## src/rtl/radio_mode_seq.sv

```systemverilog
module radio_mode_seq #(
  parameter int WAKE_CYCLES  = 4096,
  parameter int SYNTH_CYCLES = 64,
  parameter int CAL_CYCLES   = 128
) (
  input  logic       clk,
  input  logic       rst_n,
  input  logic       cmd_wake,
  input  logic       cmd_tx,
  input  logic       cmd_rx,
  input  logic       cmd_sleep,
  input  logic       cfg_sleep_after_tx,
  input  logic       cfg_sleep_after_rx,
  input  logic       cfg_deep,
  input  logic       cfg_rx_after_tx,
  input  logic       phy_tx_sent,
  input  logic       phy_preamble,
  input  logic       phy_sfd,
  input  logic       phy_header,
  input  logic       phy_frame_done,
  input  logic       phy_error,
  input  logic       phy_timeout,
  input  logic       irq_pending,
  input  logic       cal_lost,
  output logic [2:0] mode,
  output logic [1:0] rx_phase,
  output logic       osc_en,
  output logic       synth_en,
  output logic       cal_en,
  output logic       cmd_error,
  output logic       done,
  output logic [1:0] done_cause
);
  localparam int MAXC = (WAKE_CYCLES > SYNTH_CYCLES) ?
                        ((WAKE_CYCLES > CAL_CYCLES) ? WAKE_CYCLES : CAL_CYCLES) :
                        ((SYNTH_CYCLES > CAL_CYCLES) ? SYNTH_CYCLES : CAL_CYCLES);
  localparam int CW = $clog2(MAXC + 1);

  localparam logic [2:0] M_SLEEP = 3'd0, M_DEEP = 3'd1, M_WAKE = 3'd2, M_SYN = 3'd3,
                         M_CAL = 3'd4, M_IDLE = 3'd5, M_TX = 3'd6, M_RX = 3'd7;
  localparam logic [1:0] C_GOOD = 2'd0, C_ERR = 2'd1, C_TMO = 2'd2;
  localparam logic [1:0] P_NONE = 2'd0, P_TX = 2'd1, P_RX = 2'd2;

  logic [CW-1:0] cnt;
  logic          cal_ok, cal_ok_n;
  logic [1:0]    pend, pend_n, phase_n, cause_n;
  logic [2:0]    mode_n;
  logic          done_n, illegal, asleep;

  wire [2:0] sleep_mode = cfg_deep ? M_DEEP : M_SLEEP;

  assign asleep   = (mode == M_SLEEP) || (mode == M_DEEP);
  assign osc_en   = !asleep;
  assign synth_en = (mode >= M_SYN);
  assign cal_en   = (mode == M_CAL);
  assign illegal  = (cmd_wake && !asleep) ||
                    ((cmd_tx || cmd_rx || cmd_sleep) && mode != M_IDLE);

  always_comb begin
    mode_n   = mode;
    phase_n  = rx_phase;
    cal_ok_n = cal_ok;
    pend_n   = pend;
    done_n   = 1'b0;
    cause_n  = done_cause;
    case (mode)
      M_SLEEP, M_DEEP: if (cmd_wake) mode_n = M_WAKE;
      M_WAKE: if (cnt == CW'(WAKE_CYCLES - 1)) mode_n = M_SYN;
      M_SYN:  if (cnt == CW'(SYNTH_CYCLES - 1)) mode_n = M_CAL;
      M_CAL: if (cnt == CW'(CAL_CYCLES - 1)) begin
        cal_ok_n = 1'b1;
        pend_n   = P_NONE;
        mode_n   = (pend == P_TX) ? M_TX : (pend == P_RX) ? M_RX : M_IDLE;
      end
      M_IDLE: begin
        if (cal_lost) cal_ok_n = 1'b0;
        if (cmd_tx || cmd_rx) begin
          if (cal_ok && !cal_lost) mode_n = cmd_tx ? M_TX : M_RX;
          else begin
            mode_n = M_CAL;
            pend_n = cmd_tx ? P_TX : P_RX;
          end
        end else if (cmd_sleep) mode_n = sleep_mode;
      end
      M_TX: if (phy_tx_sent) begin
        done_n  = 1'b1;
        cause_n = C_GOOD;
        if (cfg_rx_after_tx) mode_n = M_RX;
        else if (cfg_sleep_after_tx && !irq_pending) mode_n = sleep_mode;
        else mode_n = M_IDLE;
      end
      M_RX: begin
        if (phy_error || phy_timeout || (rx_phase == 2'd3 && phy_frame_done)) begin
          done_n  = 1'b1;
          cause_n = phy_error ? C_ERR : phy_timeout ? C_TMO : C_GOOD;
          phase_n = 2'd0;
          mode_n  = (cfg_sleep_after_rx && !irq_pending) ? sleep_mode : M_IDLE;
        end else if ((rx_phase == 2'd0 && phy_preamble) ||
                     (rx_phase == 2'd1 && phy_sfd) ||
                     (rx_phase == 2'd2 && phy_header))
          phase_n = rx_phase + 2'd1;
      end
      default: mode_n = M_SLEEP;
    endcase
  end

  always_ff @(posedge clk or negedge rst_n) begin
    if (!rst_n) begin
      mode       <= M_SLEEP;
      cnt        <= '0;
      cal_ok     <= 1'b0;
      pend       <= P_NONE;
      rx_phase   <= 2'd0;
      done       <= 1'b0;
      done_cause <= C_GOOD;
      cmd_error  <= 1'b0;
    end else begin
      mode       <= mode_n;
      cnt        <= (mode_n != mode) ? '0 : cnt + 1'b1;
      cal_ok     <= cal_ok_n;
      pend       <= pend_n;
      rx_phase   <= phase_n;
      done       <= done_n;
      done_cause <= cause_n;
      cmd_error  <= illegal;
    end
  end

  a_r6_phase_idle_zero: assert property (@(posedge clk) disable iff (!rst_n)
    (mode != M_RX) |-> (rx_phase == 2'd0));
  a_r6_phase_monotonic: assert property (@(posedge clk) disable iff (!rst_n)
    (rx_phase != 2'd0) |=> (rx_phase == 2'd0 || rx_phase >= $past(rx_phase)));
  a_r8_cause_legal: assert property (@(posedge clk) disable iff (!rst_n)
    done |-> (done_cause != 2'd3));
  a_r5_no_sleep_on_irq: assert property (@(posedge clk) disable iff (!rst_n)
    ((mode == M_TX || mode == M_RX) && irq_pending) |=> !(mode == M_SLEEP || mode == M_DEEP));
  a_r3_tx_entry: assert property (@(posedge clk) disable iff (!rst_n)
    (mode != M_TX) |=> (mode != M_TX || $past(mode) == M_IDLE || $past(mode) == M_CAL));
  a_r2_wake_hold: assert property (@(posedge clk) disable iff (!rst_n)
    (mode == M_WAKE && cnt != CW'(WAKE_CYCLES - 1)) |=> (mode == M_WAKE));
endmodule

```

## config.mk

```make
export PLATFORM = sky130hd
export DESIGN_NAME = radio_mode_seq
export DESIGN_NICKNAME = d
export VERILOG_FILES = /design/src/rtl/radio_mode_seq.sv
export SDC_FILE = /design/constraint.sdc
export NUM_CORES = 1
export LEC_CHECK = 0
export BUFFER_PORTS_ARGS = -buffer_cell sky130_fd_sc_hd__buf_2
export CAP_MARGIN = 20
export CORE_UTILIZATION = 54
export DETAILED_ROUTE_END_ITERATION = 10
export PLACE_DENSITY = 0.78
export SETUP_SLACK_MARGIN = 0.15
export SLEW_MARGIN = 15
export SYNTH_ARGS = -nofsm -noshare
export SYNTH_HDL_FRONTEND = slang
export SYNTH_SLANG_ARGS = --single-unit
```

## constraint.sdc

```tcl
create_clock -name clk -period 2.54 [get_ports clk]
set_clock_uncertainty 0.1 [all_clocks]
set_input_delay 0.381 -clock clk [delete_from_list [all_inputs] [get_ports clk]]
set_output_delay 0.381 -clock clk [all_outputs]
set_load 0.02 [all_outputs]
```

# ---- After elaboration in Yosys (flattened, before gate mapping)
# Index checks and enable logic that the tools add are counted.
dict set report classes {
  n_reduce_logical 30
  n_eq_ne 23
  add_sub_neg 2
  n_lt_le_gt_ge 1
  muxes 36
}
# op count
set ops {}
lappend ops {{3-bit 2-to-1 mux} 11}
lappend ops {{2-bit 2-to-1 mux} 13}
lappend ops {{3-bit case mux with 7 select lines} 1}
lappend ops {{13-bit by 1-bit adder with 13-bit output, second input constant} 1}
lappend ops {{13-bit by 12-bit == test with 1-bit output, second input constant} 1}
lappend ops {{13-bit by 6-bit == test with 1-bit output, second input constant} 1}
lappend ops {{13-bit by 7-bit == test with 1-bit output, second input constant} 1}
lappend ops {{13-bit 2-to-1 mux} 1}
lappend ops {{3-bit == test, second input constant} 4}
lappend ops {{2-bit != test, second input constant} 5}
lappend ops {{1-bit logical AND} 9}
lappend ops {{1-bit logical OR} 8}
lappend ops {{2-bit case mux with 2 select lines} 2}
lappend ops {{2-bit == test, second input constant} 3}
lappend ops {{3-bit by 2-bit == test with 1-bit output, second input constant} 2}
lappend ops {{1-bit 2-to-1 mux} 6}
lappend ops {{3-bit AND reduction} 2}
lappend ops {{2-bit nonzero test} 3}
lappend ops {{2-bit by 1-bit == test with 1-bit output, second input constant} 2}
lappend ops {{1-bit case mux with 2 select lines} 2}
lappend ops {{4-bit AND reduction} 1}
lappend ops {{3-bit by 1-bit == test with 1-bit output, second input constant} 1}
lappend ops {{3-bit by 2-bit >= comparator with 1-bit output, second input constant} 1}
lappend ops {{1-bit zero test} 3}
lappend ops {{8 further kinds} 8}
dict set report totals {
  out_inout_bits 12
  inputBits 19
  regBits 25
  elab_cells 100
}

# ---- Longest topological paths before layout
dict set report depth {
  depth_word 8
  mapped_depth 8
  mapped_depth_nobuf 7
}

# ---- Worst setup path before layout
# OpenSTA, ideal clock, no wires.
dict set report synth_path {
  path_kind {flip-flop to flip-flop}
  start {reg mode[1]}
  end {reg cnt[10]}
  setup_time_ns 0.116
  stages_incl_launch_ff 9
  slack_ns 0.008
  t_arrival_ns 2.316
  required_time_ns 2.324
  n_path_buf 2
  cell_sequence {dfrtp_1 > clkbuf_1 > nor3b_1 > nand4_1 > o32ai_1 > nor3_1 > mux2i_2 > buf_6 > nor2_1}
}
# item line
set synth_rtl {}
lappend synth_rtl {{start: declaration} 25} ;# output logic [2:0] mode,
lappend synth_rtl {{start signal: assignment} 118} ;# mode <= mode_n;
lappend synth_rtl {{3-bit == test} --}
lappend synth_rtl {{named net cal_en} 29} ;# output logic cal_en,
lappend synth_rtl {{3-bit case mux with 7 select lines} 66} ;# case (mode)
lappend synth_rtl {{3-bit != test} 119} ;# cnt <= (mode_n != mode) ? '0 : cnt + 1'b1;
lappend synth_rtl {{13-bit 2-to-1 mux} 119}
lappend synth_rtl {{end signal: assignment} 119}
lappend synth_rtl {{end: declaration} 44} ;# logic [CW-1:0] cnt;
# The timed path passes the listed nets, and every way through them passes these cells.
# A chain may end at the register's enable or synchronous reset.

# ---- Worst setup path in the final report
dict set report layout_path {
  start {reg mode[2]}
  end {reg cnt[12]}
}
dict set report layout_between {
  elab_chain_cells 5
}
# item line
set layout_rtl {}
lappend layout_rtl {{3-bit by 1-bit == test with 1-bit output (tied with other cells)} 66}
lappend layout_rtl {{2-bit OR reduction or 3-bit 2-to-1 mux (tied branches)} {66, 77}}
lappend layout_rtl {{3-bit case mux with 7 select lines} 66}
lappend layout_rtl {{3-bit != test *} 119}
lappend layout_rtl {{13-bit 2-to-1 mux *} 119}
# Every way passes the cells marked *; elsewhere a longest branch is shown, timed or not.

==> flow_summary.toml <==
[clock_network]
clk_latency_ns = 0.32
cts_sinks = 25
htreeDepth = 1
numCtsBuffers = 3
clk_root_buffer_cell = "clkbuf_4"
clock_path_buffers = 2
path_clk_slew_ns = 0.14
cts_tree = "done"

[synthesis]
synth_area_mm2 = 0.00159
syn_inst = 188
synth_top_area_share_pct = 39.3
async_flop_share_pct = 100
synth_largest_area_cell = "dfrtp_1"
ys_seq_area_share_pct = 39.3
synth_cell_type_count = 45
dominantRegCellSynth = "dfrtp_1"
synth.avg_cell_area_um2 = 8.47
ys_ff_latch = 25
synth_area_leaders = "dfrtp_1 39%, nand2_1 7.8%, nor2_1 5.2%"
syn-num-nets = 213
synth-edff-count = 0
ys.warnings.count = 0

[power_and_ir_drop]
clockPowerShare_pct = 23.5
p_int_uw = 538
pwr-share-comb_pct = 19.1
switching_power_uw = 230
p_leak_nw = 0.885
power.density_mw_per_mm2 = 407
seqPwrFrac_pct = 57.4
p_sw_share_pct = 29.9
ir_drop_uv = 422

[critical_path]
crit_buf_inv = 1
slowest_stage = "or4_1"
crit_family = "simple AND/OR/NAND/NOR gates"
critPathMaxFanout = 13
cp.required_ns = 2.70
cp.arrival_ns = 2.47
cp-end-kind = "flop"
crit_path_cell_trace = "or4b_1, or4_1, nand3_1, nor3_2, mux2i_2, buf_6, nor3b_2"
cp_slowest_stage_delay_ns = 0.53
start_kind = "flop"
crit_type = "reg2reg"

[timing]
fin_hold_ws_ns = 0.185
hold_viol_final = 0
setup_viol = 0
worstMarginPinSlew_ns = 0.558
rsz0062_at_grt = "yes"
fin_tns_setup_ns = 0
fin_crit_sh_pct = 91.0
period_needed_ns = 2.31
fmax_mhz = 432
slew_headroom_pct = 62.8
slew_viol_final = 0

[final_layout]
stdcell_count = 255
layout_commonest_cell = "nand2_1"
layout_common_cells = "33 x nand2_1, 30 x buf_2, 24 x dfrtp_1"
drive_gt1_share_pct = 25.0
antennaDiodeCount = 0
final_nets = 250
area_delta_synth_final_pct = 18.5

[routing]
ant_nets = 0
via_per_inst = 5.72
drc_errors = 0
drtIter0Drc = 64
vias = 1459
routedWlPerCell_um = 13.7
routed_wl_um = 3490
detail_route.first_pass.iterations = 4

[floorplanning]
die_y_um = 56.3
design.core.area_mm2 = 0.00278
initial_core_util_pct = 57.3
io_pins = 31
fp.dieW_um = 56.3
die_area_mm2 = 0.00317
rows = 19

[placement]
portBuffers = 30
dpl.cell_count = 247
dp_hpwl_um = 2590
gp_congestion = 0.830

[job]
maxCapViolCount = 0

[grt]
grt_pass1_wl_um = 5700
grt_usage_pct = 22.4
grt_pass1_vias = 1304
antenna_found_initial = 0
overflow = 0
grt_max_degree = 26

[worst_hold_path]
hp-class = "in2reg"

[outcome]
status = "completed"
-- worst paths after layout --
kind	cells past startpoint	start	endpoint	slack, ns
min reg2reg	2	cal_ok	cal_ok	0.41
max in group asynchronous	2	rst_n	mode[1]	1.49
max	7	mode[2]	cnt[12]	0.23
min in group asynchronous	2	rst_n	rx_phase[0]	0.46
min	2	cmd_tx	pend[1]	0.19
max reg2reg	7	mode[2]	cnt[12]	0.23
-- layer usage --
layer | global-route usage, % | share of wire (%) | up-vias
li1 | - | - | 734
met5 | 0 | 0 | -
met2 | 36.7 | 49 | 37
met3 | 3.23 | 3.9 | 3
met4 | 4.18 | 0.60 | 0
met1 | 32.0 | 46 | 685
-- worst reg2reg max path, stage by stage, from the launching register on --
cell and delay, ns:
dfrtp_1 0.40, or4b_1 0.51, or4_1 0.53, nand3_1 0.13, nor3_2 0.07, mux2i_2 0.16
buf_6 0.17, nor3b_2 0.18
-- state kept, by name, summed over array words and instances (netlist names) --
| name | cells |
|---|---|
| cal_ok | 1 |
| cnt | 13 |
| pend | 2 |
| done_cause | 2 |
| mode | 3 |
| rx_phase | 2 |
| done | 1 |
| cmd_error | 1 |
-- cells by family after synthesis --
kind of cell,after synthesis,synth area share [%]
AOI/OAI and AO/OA,29,12.5
and+or+nand+nor,101,32.2
xor gates and xnor gates,11,6.05
buffers and inverters,14,3.77
adders and majority gates,6,4.71
DFF,25,39.3
muxes,2,1.49
-- cell usage after synthesis, types with 3 or more instances --
cell	n
nor2b_1	3
dfrtp_1	25
a21oi_1	4
nor3b_1	5
clkbuf_1	6
nor3_1	3
inv_1	7
o21ai_0	9
nand2_1	33
nand2b_1	3
ha_1	6
nor2_1	22
nand3_1	10
or2_2	4
nand4_1	4
xor2_1	4
xnor2_1	7
-- final cells by class --
| class | instances | area [µm²] |
|---|---|---|
| clock buffers | 3 | 22.5 |
| clock inverters | 1 | 5.00 |
| fillers | 242 | 895 |
| inverters | 7 | 26.3 |
| multi-input cells | 149 | 943 |
| flip-flops and latches | 25 | 627 |
| well taps | 31 | 38.8 |
| repair buffers | 39 | 224 |
-- metrics by stage --
step / instance area (µm²) / util (%) / setup slack [ns] / power [mW]
after floorplan: 1600 / - / 0.218 / 0.531
after global placement: 1790 / 64.4 / 0.148 / 0.576
after detailed placement: 1790 / 64.4 / 0.0387 / 0.587
after CTS: 1830 / 65.9 / 0.152 / 0.768
after global routing: 1890 / 67.8 / 0.105 / 0.804
final: 1890 / 67.8 / 0.227 / 0.768
-- power by group through the flow --
stage                     sequential [mW]  combinational, mW  clock, mW
after floorplan                     0.446             0.0854          0
after CTS                           0.439              0.141      0.188
after global placement              0.443              0.133          0
after global routing                0.442              0.165      0.198
final                               0.440              0.147      0.180
after detailed placement            0.447              0.140          0
-- what timing repair did --
| item | CTS | global route |
|---|---|---|
| pin swaps | 0 | 1 |
| hold buffers | 1 | 0 |
| setup endpoints to repair | 13 | 13 |
| endpoints found under the hold margin | 25 | 0 |
| buffers inserted | 0 | 3 |
| gates resized for setup | 1 | 7 |
Power figures use the tool's default switching activity.
